File: config.mk
export PLATFORM = sky130hd
export DESIGN_NAME = bitband_bridge
export DESIGN_NICKNAME = d
export VERILOG_FILES = /design/src/rtl/bitband_bridge.sv
export SDC_FILE = /design/constraint.sdc
export NUM_CORES = 1
export LEC_CHECK = 0
export BUFFER_PORTS_ARGS = -buffer_cell sky130_fd_sc_hd__buf_2
export CORE_ASPECT_RATIO = 1.75
export CORE_UTILIZATION = 49
export DETAILED_ROUTE_END_ITERATION = 8
export PLACE_DENSITY = 0.86
export SYNTH_ARGS = -nofsm -noshare
export SYNTH_HDL_FRONTEND = slang
export SYNTH_SLANG_ARGS = --single-unit
export TNS_END_PERCENT = 5
File: constraint.sdc
create_clock -name clk -period 5 [get_ports clk]
set_clock_uncertainty 0.1 [all_clocks]
set_input_delay 0.75 -clock clk [delete_from_list [all_inputs] [get_ports clk]]
set_output_delay 0.75 -clock clk [all_outputs]
set_load 0.02 [all_outputs]
File: src/rtl/bitband_bridge.sv
module bitband_bridge #(
  parameter logic [31:0] ALIAS0   = 32'h2200_0000,
  parameter logic [31:0] TARGET0  = 32'h2000_0000,
  parameter logic [31:0] ALIAS1   = 32'h4200_0000,
  parameter logic [31:0] TARGET1  = 32'h4000_0000,
  parameter int          WIN_BITS = 25
) (
  input  logic        clk,
  input  logic        rst_n,
  input  logic        bb_en,
  input  logic        s_req,
  input  logic        s_we,
  input  logic [31:0] s_addr,
  input  logic [2:0]  s_size,
  input  logic [31:0] s_wdata,
  output logic        s_ready,
  output logic [31:0] s_rdata,
  output logic        s_err,
  output logic        m_req,
  output logic        m_we,
  output logic        m_lock,
  output logic [31:0] m_addr,
  output logic [2:0]  m_size,
  output logic [31:0] m_wdata,
  input  logic        m_ready,
  input  logic [31:0] m_rdata,
  input  logic        m_err
);
  localparam int HI_W  = 32 - WIN_BITS;
  localparam int SHIFT = 5;

  typedef enum logic [1:0] {IDLE, FETCH, STORE, RESP} st_t;
  st_t st;

  logic        r_we, r_set, r_err;
  logic [2:0]  r_size;
  logic [4:0]  r_bpos;
  logic [31:0] r_maddr, r_wdat, r_rdata;

  logic        hit0, hit1, size_ok, legal;
  logic [31:0] offs, base, baddr, aligned, sel, lmask, merged;
  logic [4:0]  bmask, bpos;

  assign hit0    = s_addr[31:WIN_BITS] == ALIAS0[31:WIN_BITS];
  assign hit1    = s_addr[31:WIN_BITS] == ALIAS1[31:WIN_BITS];
  assign size_ok = (s_size == 3'd1) || (s_size == 3'd2) || (s_size == 3'd4);
  assign legal   = bb_en && (hit0 || hit1) && size_ok;

  assign offs    = {{HI_W{1'b0}}, s_addr[WIN_BITS-1:0]};
  assign base    = hit1 ? TARGET1 : TARGET0;
  assign baddr   = base | (offs >> SHIFT);
  assign aligned = baddr & ~{29'd0, s_size - 3'd1};
  assign bmask   = (s_size == 3'd1) ? 5'd7 : (s_size == 3'd2) ? 5'd15 : 5'd31;
  assign bpos    = offs[6:2] & bmask;

  assign sel     = 32'd1 << r_bpos;
  assign lmask   = (r_size == 3'd1) ? 32'h0000_00FF :
                   (r_size == 3'd2) ? 32'h0000_FFFF : 32'hFFFF_FFFF;
  assign merged  = (r_set ? (m_rdata | sel) : (m_rdata & ~sel)) & lmask;

  always_ff @(posedge clk) begin
    if (!rst_n) begin
      st      <= IDLE;
      r_we    <= 1'b0;
      r_set   <= 1'b0;
      r_err   <= 1'b0;
      r_size  <= 3'd0;
      r_bpos  <= 5'd0;
      r_maddr <= 32'd0;
      r_wdat  <= 32'd0;
      r_rdata <= 32'd0;
    end else begin
      case (st)
        IDLE: if (s_req) begin
          r_we    <= s_we;
          r_set   <= s_wdata[0];
          r_size  <= s_size;
          r_bpos  <= bpos;
          r_maddr <= aligned;
          r_rdata <= 32'd0;
          r_err   <= !legal;
          st      <= legal ? FETCH : RESP;
        end
        FETCH: if (m_ready) begin
          if (m_err) begin
            r_err <= 1'b1;
            st    <= RESP;
          end else if (r_we) begin
            r_wdat <= merged;
            st     <= STORE;
          end else begin
            r_rdata <= {31'd0, m_rdata[r_bpos]};
            st      <= RESP;
          end
        end
        STORE: if (m_ready) begin
          r_err <= m_err;
          st    <= RESP;
        end
        default: st <= IDLE;
      endcase
    end
  end

  assign s_ready = st == RESP;
  assign s_rdata = r_rdata;
  assign s_err   = r_err;
  assign m_req   = (st == FETCH) || (st == STORE);
  assign m_we    = st == STORE;
  assign m_lock  = m_req && r_we;
  assign m_addr  = r_maddr;
  assign m_size  = r_size;
  assign m_wdata = r_wdat;

  logic unused_bits;
  assign unused_bits = ^s_wdata[31:1];
endmodule


# --- Word-level counts from Yosys, hierarchy flattened ---
# Cells that the tools add are included.
totals:
  regBits: 109
  latchBits: 0
  ram_bits: 0
  rom_bits: 0
  out_inout_bits: 104
  memories: 0
op_classes:
  addsub: 1
  multipliers: 0
  n_div: 0
  n_lt_le_gt_ge: 1
  eq_ne: 16
  shifts: 1
  muxes: 25
  bitwise_logic: 9
  n_reduce_logical: 16
op_table:
  columns: ["operator", "count"]
  rows:
  - ["$mux 32", 7]
  - ["$and 32x32->32", 2]
  - ["$pmux 32 s2", 1]
  - ["$and 31x32->32", 1]
  - ["$not 3->32", 1]
  - ["$not 32->32", 1]
  - ["$or 32x32->32", 1]
  - ["$shl 1x5->32 const A", 1]
  - ["$mux 31", 1]
  - ["$or 31x20->31", 1]
  - ["$mux 5", 2]
  - ["$ne 2x2->1 const B", 5]
  - ["$reduce_and 5->1", 2]
  - ["$mux 2", 4]
  - ["$eq 7x5->1 const B", 1]
  - ["$eq 7x6->1 const B", 1]
  - ["$mux 1", 7]
  - ["$eq 3x1->1 const B", 2]
  - ["$eq 3x2->1 const B", 2]
  - ["$lt 5x6->1 const B", 1]
  - ["$pmux 2 s3", 1]
  - ["$and 5x5->5", 1]
  - ["$bmux 1 s5", 1]
  - ["$eq 2x2->1 const B", 2]
  - ["other kinds (15)", 20]

# --- Longest topological paths before layout ---
# Gate-level depths: netlist of run 1.
logic_depth:
  word_depth: 7
  depth_mapped: 10
  depth_no_buf: 7

# --- Worst setup path before layout of run 1 ---
# Ideal clock, no wire load.
synth_path:
  path_type: "input -> register"
  start: "input s_size[1]"
  end: "register r_err (netlist: s_err)"
  setup_ns: 0.070
  t_arrival_ns: 1.937
  required_time_ns: 4.830
  path_slack_ns: 2.893
  stages: 7
  path_buffers: 0
  cell_sequence: "inv_1 -> ha_1 -> nor2_1 -> o21ai_0 -> and3_1 -> or4_1 -> a21boi_1"
synth_via:
  elab_chain_len: 7
synth_lines:
  columns: ["element", "line_no", "rtl"]
  rows:
  - ["start, declared", "14", "input logic [2:0] s_size,"]
  - ["$eq 3x1->1 or $eq 3x2->1 (tied branches)", "46", "assign size_ok = (s_size == 3'd1) || (s_size == 3'd2) || (s_size == 3'd4);"]
  - ["$logic_or 1x1->1", "46", null]
  - ["$logic_or 1x1->1 *", "46", null]
  - ["$logic_and 1x1->1 *", "47", "assign legal = bb_en && (hit0 || hit1) && size_ok;"]
  - ["$logic_not 1->1 *", "81", "r_err <= !legal;"]
  - ["$mux 1 *", "74", "IDLE: if (s_req) begin"]
  - ["$pmux 1 s3 *", "73", "case (st)"]
  - ["end signal, assigned", "81", null]
  - ["end signal, assigned", "97", "r_err <= m_err;"]
  - ["end, declared", "35", "logic r_we, r_set, r_err;"]
# Every way passes the cells marked *; elsewhere a longest branch is shown, timed or not. The select of a mux whose other input is x is not followed.
# A chain may end at the register's enable or synchronous reset.

# --- Worst setup path in the final report of run 1 ---
layout_path:
  start: "register st[1]"
  end: "register r_wdat[21] (netlist: m_wdata[21])"
layout_via:
  elab_chain_len: 2
layout_lines:
  columns: ["element", "line_no", "rtl"]
  rows:
  - ["start, declared", "33", "st_t st;"]
  - ["start signal, assigned", "82", "st <= legal ? FETCH : RESP;"]
  - ["$eq 2x1->1", "73", null]
  - ["$reduce_and 4->1 (no source line)", null, null]
  - ["end signal, assigned", "89", "r_wdat <= merged;"]
  - ["end, declared", "38", "logic [31:0] r_maddr, r_wdat, r_rdata;"]
# Every way passes these cells.

==> summary by stage, run 1 <==
Status
The run finished, with violations left. The checks that failed: design-rule violations.

Die
The die covers approximately 0.0086 mm^2. The die boundary width is 70.5 um. The floorplan has 43 rows. The floorplan step defined a core boundary enclosing between 0.007 and 0.008 mm^2.

For this configuration, the core starts out at a cell density of roughly 51%. The floorplan step set the die height to around 120 um. In this run the count of I/O pins placed on the die edge is 210.

Worst setup path
STA classifies the critical path startpoint as a flip-flop. The arrival time reported for the critical path endpoint is 2670 ps. The worst setup path is captured at a flip-flop. The setup path with the least slack is of type reg -> reg. The endpoint required time on the critical path is 5170 ps. In this run the worst path has a maximum fanout of 18.

Worst hold path
The worst hold path belongs to the class reg -> reg.

STA
In the post-route analysis, the smallest setup slack over all paths is between 2000 and 3000 ps. Timing would allow up to approximately 400 MHz. Of the available clock period, the critical path in the final layout requires between 40 and 50%. Setup repair after global routing left no endpoint under its margin. The max-slew headroom at the worst pin is a little over a quarter.

For the finished layout, the period the worst path requires is ~2500 ps. The worst-margin pin slew is 1090 ps. The max-slew violation total from the final report is 0. Setup total negative slack on the finished layout was measured at 0 ps.

The setup violation total in the final timing report is 0. The number of failing hold endpoints at the final stage is 0.

Clock tree
The cell sitting at the root of the clock tree is a clkbuf_16. After clock tree synthesis, the clock-pin slew on the worst setup and hold paths is 50 ps. Clock latency on the worst-skew pair, taken at its later pin, is around 330 ps. In this run the post-CTS setup repair buffer count came out at 0. The longest clock path from root to sink contains 2 buffers. The post-cts resize count is 0. Buffers inserted to repair hold after CTS numbered 0. Counting every sink on the clock net gives between 60 and 70.

Buffers inserted during clock tree synthesis total 9. TritonCTS built the clock tree. The H-tree was split into 3 levels.

Placement
The count of buffers inserted at the top-level ports is between 100 and 150. The placement-stage worst setup slack is roughly 2400 ps. The detailed placer's ending HPWL is between 7 and 8 mm. Routability-driven placement finished with a final weighted congestion of about 0.9.

Logic synthesis
The leading register cell type out of synthesis is dfxtp_1. The number of distinct library cell variants in the gate-level netlist after synthesis is 47. The most used standard cell by instance count after synthesis is nand2_1. The number of flops mapped to enable cells by yosys is 0. In this run, synthesis produced a sequential element count of 68.

The post-synth design cell area is 0.00402 mm^2. The synthesized instance count is between 500 and 600. Of the synthesized area, sequential elements account for between 30 and 40%. Yosys printed 0 warnings. The share of Yosys cell area claimed by the top area cell type is roughly a third. Ranked by total cell area, the synthesized netlist is headed by dfxtp_1 34%, nand2_1 10%, mux2i_1 9.2%. The largest area contributor in the netlist is dfxtp_1.

For this run, asynchronously set or reset flops after synthesis account for 0%. The commonest cells after synthesis are 111 x nand2_1, 68 x dfxtp_1, 43 x buf_4. The average footprint of a synthesized cell is 8.03 um^2.

Pwr
The part of the total power dissipated in sequential elements is between 30 and 40%. The power density over cell area is between 300 and 400 mW/mm^2. The internal cell power is around 1.2 mW. The switching share of power is approximately 36%. The proportion of power drawn by the clock network is 31.6%. The share of power burned in combinational logic is 31.1%.

The leakage dissipation is roughly 2.3 nW. The worst-case IR drop observed on VDD is ~0.00029 V. In this run the power spent charging and discharging nets is between 0.6 and 0.7 mW.

Run
Across the run, the number of max-cap violations was 0.

Route
The count of nets left with antenna violations once routing finished came out at 0. Before antenna repair, the detailed router went through 8 iterations. The routed wirelength normalized by instance count is between 10 and 15 um. The initial detailed-routing violation count is 429. The via density per instance is around 5.3.

Summed over all layers, the routed wires come to around 10 mm. For this run, design rule violations remaining after detail routing come to 35. The total via count after detailed routing is ~3800.

Cells and area
The register cell area after layout is ~0.0014 mm^2. The number of antenna diodes in the final layout is 0. The final-stage net count is 726. Fill cells in the final layout number about 730. Relative to the synthesized area, the layout overhead comes to 18.7%. The post-route netlist has 25.2% of its cells at a drive strength greater than 1. Summing all multi-input logic gate instances after layout gives ~0.0023 mm^2.

Global route
The via count of the first global-routing pass is roughly 3500. The largest net degree at the start of global routing is 71. The number of antenna violations at the first check in global routing is 0. The first-pass GRT wire length is around 16 mm. The total overflow left after global routing is 0. The total routing resource utilization after global routing is 24.6%.
[layout by cell type, fill, tap and decap left out, types with 7 or more instances in the layout]
cell type | netlist | layout
mux2i_1 | 37 | 37
clkbuf_16 | 0 | 9
and2_1 | 26 | 26
o21ai_0 | 29 | 29
dfxtp_1 | 68 | 68
buf_2 | 5 | 135
o211a_1 | 9 | 9
nor2_1 | 23 | 23
nor2b_1 | 7 | 7
a21boi_0 | 31 | 31
nand2_1 | 111 | 111
ha_1 | 8 | 8
nand3_1 | 19 | 19
conb_1 | 1 | 41
[layout make-up]
type / count / share of cell area [%]
multi-input cells: 392 / 48.8
well taps: 90 / 2.36
clock inverters: 2 / 0.210
flip-flops and latches: 68 / 28.5
repair buffers: 135 / 14.2
clock buffers: 13 / 5.45
inverters: 6 / 0.472
[cell families (layout without fill, tap and decap cells)]
| kind of cell | count (synthesis) | after routing | synth area share, % |
|---|---|---|---|
| AND/OR/NAND/NOR | 213 | 213 | 24.7 |
| XOR/XNOR | 3 | 3 | 0.654 |
| adder cells (fa/ha/maj) | 8 | 8 | 2.49 |
| multiplexers | 42 | 42 | 11.8 |
| flip-flops | 68 | 68 | 33.9 |
| buffers and inverters | 81 | 156 | 11.9 |
| other | 1 | 41 | 0.0933 |
| AO/OA/AOI/OAI | 85 | 85 | 14.5 |
[worst max-delay path: stages (launching register included)]
cell     delay, ps
dfxtp_1        340
inv_1           80
ha_1           320
and3b_1        250
and2_1         570
o21ai_2        360
o21ai_0        270
and2_1         150
[through the flow]
| step | instance area (um^2) | total power, mW | hold slack [ps] | cells | util [%] |
|---|---|---|---|---|---|
| 6_report | 4770 | 1.81 | 360 | 706 | 59.9 |
| 5_1_grt | 4770 | 1.91 | 385 | 706 | 59.9 |
| 4_1_cts | 4770 | 1.82 | 366 | 706 | 59.9 |
| 3_5_place_dp | 4500 | 1.24 | 359 | 691 | 56.5 |
| 3_3_place_gp | 4500 | 1.22 | 352 | 691 | 56.5 |
| 2_1_floorplan | 4170 | 1.11 | 373 | 541 | - |
[sequential cells by signal (all words and copies together), names as in the netlist]
register  count
m_addr       22
m_size        3
m_wdata      32
r_bpos        5
r_set         1
r_we          1
s_err         1
s_rdata       1
st            2
[power groups by stage]
stage	Clock, mW	Sequential, mW	Combinational [mW]
2_1_floorplan	0	0.687	0.424
3_3_place_gp	0	0.680	0.541
3_5_place_dp	0	0.684	0.559
4_1_cts	0.586	0.673	0.562
5_1_grt	0.604	0.685	0.617
6_report	0.572	0.675	0.563
[per-layer routing]
metal,share of wire (%),up-vias,global-route usage (%)
met5,0,-,0
met4,3.8,0,14.5
met3,7.4,32,5.96
met2,52,205,44.1
met1,37,1704,25.9
li1,-,1824,-
[final timing paths]
path,start,end,slack (ps),depth (start not counted)
max,st[1],m_wdata[21],2500,7
min,m_addr[2],m_addr[2],360,2
max reg2reg,st[1],m_wdata[21],2500,7
min reg2reg,m_addr[2],m_addr[2],360,2
Power figures use the tool's default switching activity.
==> inputs of run 2 (changes only) <==
--- a/config.mk
+++ b/config.mk
@@ -5,11 +5,12 @@
 export SDC_FILE = /design/constraint.sdc
 export NUM_CORES = 1
 export LEC_CHECK = 0
+export ABC_AREA = 1
 export BUFFER_PORTS_ARGS = -buffer_cell sky130_fd_sc_hd__buf_2
 export CORE_ASPECT_RATIO = 1.75
-export CORE_UTILIZATION = 49
+export CORE_UTILIZATION = 41
 export DETAILED_ROUTE_END_ITERATION = 8
-export PLACE_DENSITY = 0.86
+export PLACE_DENSITY = 0.77
 export SYNTH_ARGS = -nofsm -noshare
 export SYNTH_HDL_FRONTEND = slang
 export SYNTH_SLANG_ARGS = --single-unit
==> constraint.sdc (replaced) <==
create_clock -name clk -period 2.25 [get_ports clk]
set_clock_uncertainty 0.1 [all_clocks]
set_input_delay 0.3375 -clock clk [delete_from_list [all_inputs] [get_ports clk]]
set_output_delay 0.3375 -clock clk [all_outputs]
set_load 0.02 [all_outputs]
==> run 2 against run 1 <==
  * The run now ends clean
  * Combinational power grew to 3.1 times the previous value
  * Highest routed layer unchanged
  * Critical endpoint is now m_wdata[28]
  * Sequential cell count is the same
  * Largest power group is now combinational logic
  * Count of clock-buffer cells in the layout shrank 3
  * Design area grew 1.5%
  * Sequential share of layout area shrank 0.42 points
  * Non-clock buffer count grew 17
  * Largest cell class unchanged
==> summary by stage, run 2 <==
Clock tree
The hold buffer count at CTS is 0 (unchanged). The total clock sinks is 68 (unchanged). The cell sitting at the root of the clock tree is a clkbuf_16. The clock latency of the later-clocked register in the worst-skew pair came to 340 ps (about the same). The post-cts resize count is 0 (unchanged). The worst-case clock buffer depth was 2 (unchanged). The clock-pin slew on the worst setup and hold paths is 60 ps (about the same). The maximum level of the CTS H-tree is 3 (unchanged). The CTS buffer count is 9 (unchanged).

TritonCTS built the clock tree.

Route
The met2 routed wirelength is 5.94 mm (+11%). The via density per instance is 5.00 (-6.2%). The met3 wirelength from detailed routing is 594 um (-22%). The detailed-router iteration count before antenna repair is 4 (-4). The initial detailed-routing violation count was 236 (-45%).

The post-route met1 wirelength was 4.04 mm (+5.5%). The remaining routing DRC violations is 0 (-100%). The top layer used by detailed routing is met4. The aggregate routed wire length is 11.1 mm (+7.3%). The routed wirelength normalized by instance count is 13.4 um (-8.6%). The total via count after detailed routing was 4145 (+10%). The post-detailed-route count of antenna-violating nets was 0 (unchanged).

Global route
The total grt overflow was 0 (unchanged). The largest net degree at the start of global routing is 37 (-48%). The via count of the first global-routing pass is 3805 (+8.8%). The first-pass GRT wire length is 17.5 mm (+6.9%). The total routing resource utilization after global routing is 23.7% (-0.95 points). The number of antenna violations at the first check in global routing is 0 (unchanged).

Worst setup path
By startpoint and endpoint, the worst setup path is classified as reg -> reg. The buffer and inverter count on the worst path is 1 (unchanged). The top fanout value on the critical path is 16 (-2). The endpoint required time on the critical path was 2420 ps (-2750 ps). The delay contributed by the slowest stage of the critical path is 330 ps (-240 ps). The kind of cell with the highest combined delay along the critical path is simple AND/OR/NAND/NOR gates. Among all stages on the critical path, the largest delay is contributed by dfxtp_1.

The arrival time reported for the critical path endpoint is 2230 ps (-440 ps). Walking the worst path, the cells encountered are inv_1 -> ha_1 -> nand2_2 -> nor3_4 -> o21ai_4 -> nor2_8 -> o311ai_0 -> a21oi_1. The worst setup path is captured at a flip-flop. The worst setup path is launched from a flip-flop.

Logic synthesis
The synthesized instance count is 573 (+14%). Of all cell types, the one taking the most synthesized area is dfxtp_1. After synthesis, the most frequently instantiated cells are 133 x nand2_1, 68 x dfxtp_1, 61 x a21oi_1.

The post-synthesis async set-or-reset flop share is 0% (unchanged). The synthesis-stage register bit count is 68 (unchanged). The number of distinct library cell variants in the gate-level netlist after synthesis was 33 (-30%). The proportion of synthesized chip area in sequential cells is 35.0% (+1.2 points). After synthesis, the cell types taking the most area are dfxtp_1 35%, nand2_1 13%, buf_4 7.9%. The post-synth design cell area is 0.00389 mm^2 (-3.4%). The share of Yosys cell area claimed by the top area cell type is 35.0% (+1.2 points). The average footprint of a synthesized cell was 6.78 um^2 (-16%). The number of flops mapped to enable cells by yosys is 0 (unchanged).

The total of warnings raised by yosys is 0 (unchanged). Among all flip-flop cells after synthesis, the most frequent one is dfxtp_1. Among all cell types in the netlist, the one instantiated most often is nand2_1.

Pwr
The power consumption was 4.70 mW (+160%). The power density over cell area is 969 mW/mm^2 (+160%). The worst-case vdd ir drop came to 0.000740 V (+160%).

The leakage dissipation came to 2.44 nW (+5.4%).

Cells and area
The final-stage net count came to 818 (+13%). Leaving out fill and tap cells, the most frequent cells in the layout are 135 x buf_2, 133 x nand2_1, 68 x dfxtp_1. The final standard cell count with taps included and fillers excluded was 829 (+17%). The fraction of final layout cells with drive strength greater than 1 is 24.4% (-0.76 points). Leaving out fill and tap cells, the most frequent cell in the layout is buf_2. The area growth from synthesis to layout is 24.6%. The final antenna diode count is 0 (unchanged).

The number of fill cells in the layout is 940 (+30%). The fraction of the core area covered by cells at the end of the flow is 52.9% (-7.0 points). The cell area after layout came to 0.00484 mm^2 (+1.5%). The number of flip-flops in the largest register is 32 (unchanged).

Placement
The detailed placer's ending HPWL is 8.51 mm (+11%). The post-place instance area was 0.00451 mm^2 (+0.17%). The post-placement cell count is 810 (+17%). The count of buffers inserted at the top-level ports is 135 (unchanged).

The final weighted congestion in routability-driven placement is 0.931 (+2.2%).

STA
The share of the clock period used by the worst path after layout came to 91.5% (+42 points). The final critical-path required period is 2060 ps (-439 ps). The max-slew headroom at the worst pin was 49.7% (+23 points).

The worst hold slack after final layout was 148 ps (-212 ps). The max-slew violation total from the final report was 0 (unchanged). The setup violation total in the final timing report is 0 (unchanged). The number of failing hold endpoints at the final stage was 0 (unchanged).

The maximum clock frequency is 486 MHz (+21%). The worst-margin pin slew was 754 ps (-339 ps).

Die
The floorplan core area was 0.00915 mm^2 (+15%). The row count came to 46 (+7.0%). The number of I/O pins came to 210 (unchanged). The starting density of the core is 42.5% (-8.0 points).

The die boundary width is 75.6 um (+7.3%). The height of the die is 131 um (+7.3%). The total die area is 0.00989 mm^2 (+15%).

Run
The number of violations of the max-capacitance limit is 0 (unchanged).

Worst hold path
The type of the most critical hold path is in -> reg.

Status
The flow ran to the end, and the final reports show no timing, DRC or antenna violations.
==> run 2: cell count changes in the layout (fill, tap and decap cells not counted), sizes merged, moves of 24 or more <==
| cell | before | now |
|---|---|---|
| and2 | 26 | 0 |
| mux2i | 37 | 0 |
| inv | 6 | 46 |
| a21oi | 5 | 61 |
| a21boi | 32 | 0 |
| nor2 | 23 | 59 |
| o21ai | 30 | 54 |
==> run 2: worst reg2reg max path, delay by kind of cell, from the launching register on <==
kind | cells | cell delay [ps]
adder cells (fa/ha/maj) | 1 | 290
buffers and inverters | 1 | 90
AO/OA/AOI/OAI | 3 | 510
flip-flops | 1 | 330
AND/OR/NAND/NOR | 3 | 680
==> run 2: routing by layer <==
metal / vias up / global-route usage (%)
li1: 2068 / -
met1: 1880 / 23.5
met2: 163 / 43.2
met3: 34 / 5.06
met4: 0 / 14.7
met5: - / 0
==> run 2: cell families after synthesis <==
logic type,share of synthesized area [%]
AND/OR/NAND/NOR,25.1
other,0.0965
buffers and inverters,16.6
XOR/XNOR,0.225
adder cells (fa/ha/maj),2.58
AO/OA/AOI/OAI,20.3
flip-flops,35.0
==> run 2: per-stage QoR <==
step	setup WS, ps	TNS [ps]
4_1_cts	184	0
3_3_place_gp	301	0
3_5_place_dp	194	0
6_report	192	0
2_1_floorplan	513	0
5_1_grt	-12.3	-12.3
==> run 2: worst paths after layout <==
kind | end | slack (ps) | start | cells past startpoint
min reg2reg | m_wdata[19] | 360 | m_wdata[19] | 2
max | m_wdata[28] | 190 | st[1] | 8
max reg2reg | m_wdata[28] | 190 | st[1] | 8
min | m_addr[5] | 150 | s_addr[10] | 3
==> run 2: what timing repair did <==
action                                 in CTS  in global routing
setup endpoints to repair                   0                  1
buffers inserted                            0                  3
endpoints found under the hold margin       0                  0
==> run 2: power breakdown <==
group          switching [mW]  internal (mW)
Sequential              0.113           1.38
Clock                   0.558          0.897
Combinational            1.20          0.541
Total                    1.87           2.82
==> run 2: area by class of cell <==
class	count	area, um^2	area share, %
multi-input cells	426	2030	41.9
flip-flops and latches	68	1360	28.1
repair buffers	152	816	16.8
clock buffers	10	239	4.93
inverters	47	176	3.64
well taps	120	150	3.10
clock inverters	6	72.6	1.50
==> inputs of run 3 (changes only) <==
--- a/config.mk
+++ b/config.mk
@@ -7,10 +7,13 @@
 export LEC_CHECK = 0
 export ABC_AREA = 1
 export BUFFER_PORTS_ARGS = -buffer_cell sky130_fd_sc_hd__buf_2
+export CAP_MARGIN = 10
 export CORE_ASPECT_RATIO = 1.75
+export CORE_MARGIN = 3
 export CORE_UTILIZATION = 41
 export DETAILED_ROUTE_END_ITERATION = 8
 export PLACE_DENSITY = 0.77
+export SLEW_MARGIN = 20
 export SYNTH_ARGS = -nofsm -noshare
 export SYNTH_HDL_FRONTEND = slang
 export SYNTH_SLANG_ARGS = --single-unit
==> run 3 against run 2 <==
  * Count of clock-buffer cells in the layout down 1
  * Core utilization fell by 0.38 points
  * Power rose by 0.49%
  * Register-to-register slack about the same
  * Sequential cell count did not move
  * Worst hold slack improved by 2.7 ps
  * Largest cell class unchanged
  * Highest routed layer unchanged
==> summary by stage, run 3 (synthesis results as in run 2) <==
STA
The total negative slack for setup checks is 0 ps (unchanged). The share of the clock period used by the worst path after layout came to 90.8% (-0.64 points). The setup violation total in the final timing report is 0 (unchanged). The max-slew headroom at the worst pin came to 52.7% (+3.0 points).

The worst setup slack after layout is 206 ps (+14.5 ps). The final critical-path required period is 2040 ps (-14.5 ps). The max-slew violation total from the final report was 0 (unchanged).

Setup repair after global routing left no endpoint under its margin. The maximum clock frequency is 489 MHz (+0.71%). The worst-margin pin slew is 708 ps (-45.7 ps).

The worst hold slack after final layout came to 151 ps (+2.70 ps). The number of failing hold endpoints at the final stage is 0 (unchanged).

Worst setup path
The kind of cell adding the most delay to the critical path is simple AND/OR/NAND/NOR gates. The kind of capture point of the worst setup path is a flip-flop. The startpoint type of the worst setup path is a flip-flop. The arrival time reported for the critical path endpoint is 2200 ps (-30 ps). The largest individual stage delay along the critical path comes from the cell dfxtp_1. The critical path goes through inv_1 -> ha_1 -> nand2_2 -> nor3_4 -> o21ai_4 -> nor2_8 -> o311ai_0 -> a21oi_1. The top fanout value on the critical path is 16 (unchanged). The start-to-end type of the worst setup path is reg -> reg.

The endpoint required time on the critical path is 2410 ps (about the same). The buffer and inverter count on the worst path is 1 (unchanged). The delay contributed by the slowest stage of the critical path is 340 ps (about the same).

Pwr
The worst-case vdd ir drop is 0.000741 V (+0.13%). The leakage dissipation was 2.41 nW (-1.2%). The power density over cell area is 981 mW/mm^2 (+1.2%).

Clock tree
TritonCTS built the clock tree. The CTS buffer count is 9 (unchanged). The clock latency of the later-clocked register in the worst-skew pair is 330 ps (about the same).

The root cell of the clock tree is clkbuf_16. The hold buffer count at CTS came to 0 (unchanged). The total clock sinks is 68 (unchanged). The maximum level of the CTS H-tree was 3 (unchanged). The worst-case clock buffer depth came to 2 (unchanged). The clock-pin slew on the worst setup and hold paths came to 60 ps (about the same).

Route
The detailed-router iteration count before antenna repair is 5 (+1). The initial detailed-routing violation count is 481 (+100%). The routed wirelength normalized by instance count came to 13.9 um (+3.7%). The total via count after detailed routing is 4139 (-0.14%).

The via density per instance was 5.02 (+0.46%). The post-detailed-route count of antenna-violating nets is 0 (unchanged). The remaining routing DRC violations is 0 (unchanged). The aggregate routed wire length is 11.4 mm (+3.1%).

Die
The starting density of the core came to 42.5% (unchanged). The height of the die was 135 um (+3.1%). The total die area is 0.0107 mm^2 (+8.5%). The die boundary width came to 79.6 um (+5.3%). The floorplan core area is 0.00915 mm^2 (unchanged). The row count is 46 (unchanged). The number of I/O pins is 210 (unchanged).

Global route
The via count of the first global-routing pass came to 3919 (+3.0%). The largest net degree at the start of global routing is 42 (+14%). The total routing resource utilization after global routing is 21.2% (-2.5 points).

The number of antenna violations at the first check in global routing is 0 (unchanged). The total grt overflow came to 0 (unchanged). The first-pass GRT wire length is 17.9 mm (+2.1%).

Placement
The count of buffers inserted at the top-level ports is 135 (unchanged). The post-placement cell count is 806 (-0.49%). The final weighted congestion in routability-driven placement was 0.967 (+3.8%).

The detailed placer's ending HPWL came to 8.77 mm (+3.0%). The placement-stage worst setup slack is 186 ps (-7.77 ps).

Cells and area
The area growth from synthesis to layout is 23.7%. The most common cell after layout, fill and taps aside is buf_2. The library cells used most frequently in the layout, excluding fill and tap cells, are 135 x buf_2, 133 x nand2_1, 68 x dfxtp_1. The final standard cell count with taps included and fillers excluded is 824 (-0.60%).

The fraction of the core area covered by cells at the end of the flow is 52.5% (-0.38 points). The final antenna diode count is 0 (unchanged). The number of flip-flops in the largest register came to 32 (unchanged).

The final-stage net count came to 813 (-0.61%). The fraction of final layout cells with drive strength greater than 1 was 23.9% (-0.54 points).

Status
The flow ran to the end, and the final reports show no timing, DRC or antenna violations.

Worst hold path
The path class of the tightest hold or removal check is in -> reg.

Run
The number of violations of the max-capacitance limit is 0 (unchanged).
run 3: cell type report:
| type | count | area, um^2 |
|---|---|---|
| Sequential cell | 68 | 1360 |
| Fill cell | 920 | 4340 |
| Clock buffer | 9 | 225 |
| Multi-Input combinational cell | 426 | 2030 |
| Clock inverter | 7 | 101 |
| Tap cell | 120 | 150 |
| Timing Repair Buffer | 147 | 766 |
| Inverter | 47 | 176 |
run 3: tightest hold or removal path, stage by stage:
cell and delay [ps]:
buf_2 90, nand2_1 50, a21oi_1 50
run 3: stage by stage:
stage	power, mW	area (um^2)
global route	5.02	4810
detailed placement	3.21	4470
finish	4.72	4810
CTS	4.74	4790
floorplan	2.78	4040
global placement	3.16	4470
run 3: repair_timing:
| item | in CTS | in global routing |
|---|---|---|
| setup buffers | 0 | 2 |
| setup endpoints to repair | 0 | 3 |
| resized for setup | 0 | 0 |
run 3: report_power, final:
group	switching [mW]	total, mW	internal, mW
logic	1.18	1.71	0.526
registers	0.117	1.50	1.38
clock network	0.537	1.51	0.974
total	1.83	4.72	2.89
run 3: final timing paths:
kind	slack, ps	end	startpoint	depth (start not counted)
max	210	m_wdata[24]	st[1]	8
min	150	m_addr[2]	s_addr[7]	3
max reg2reg	210	m_wdata[24]	st[1]	8
min reg2reg	360	m_wdata[19]	m_wdata[19]	2
run 3: layer usage:
| metal | part of all wire (%) | up-vias | wire [um] | track usage (%) |
|---|---|---|---|---|
| met1 | 34 | 1846 | 3940 | 20.6 |
| met4 | 3.5 | 0 | 398 | 9.75 |
| li1 | - | 2057 | - | - |
| met5 | 0 | - | 0 | 0 |
| met2 | 54 | 201 | 6200 | 40.0 |
| met3 | 7.9 | 35 | 906 | 5.94 |
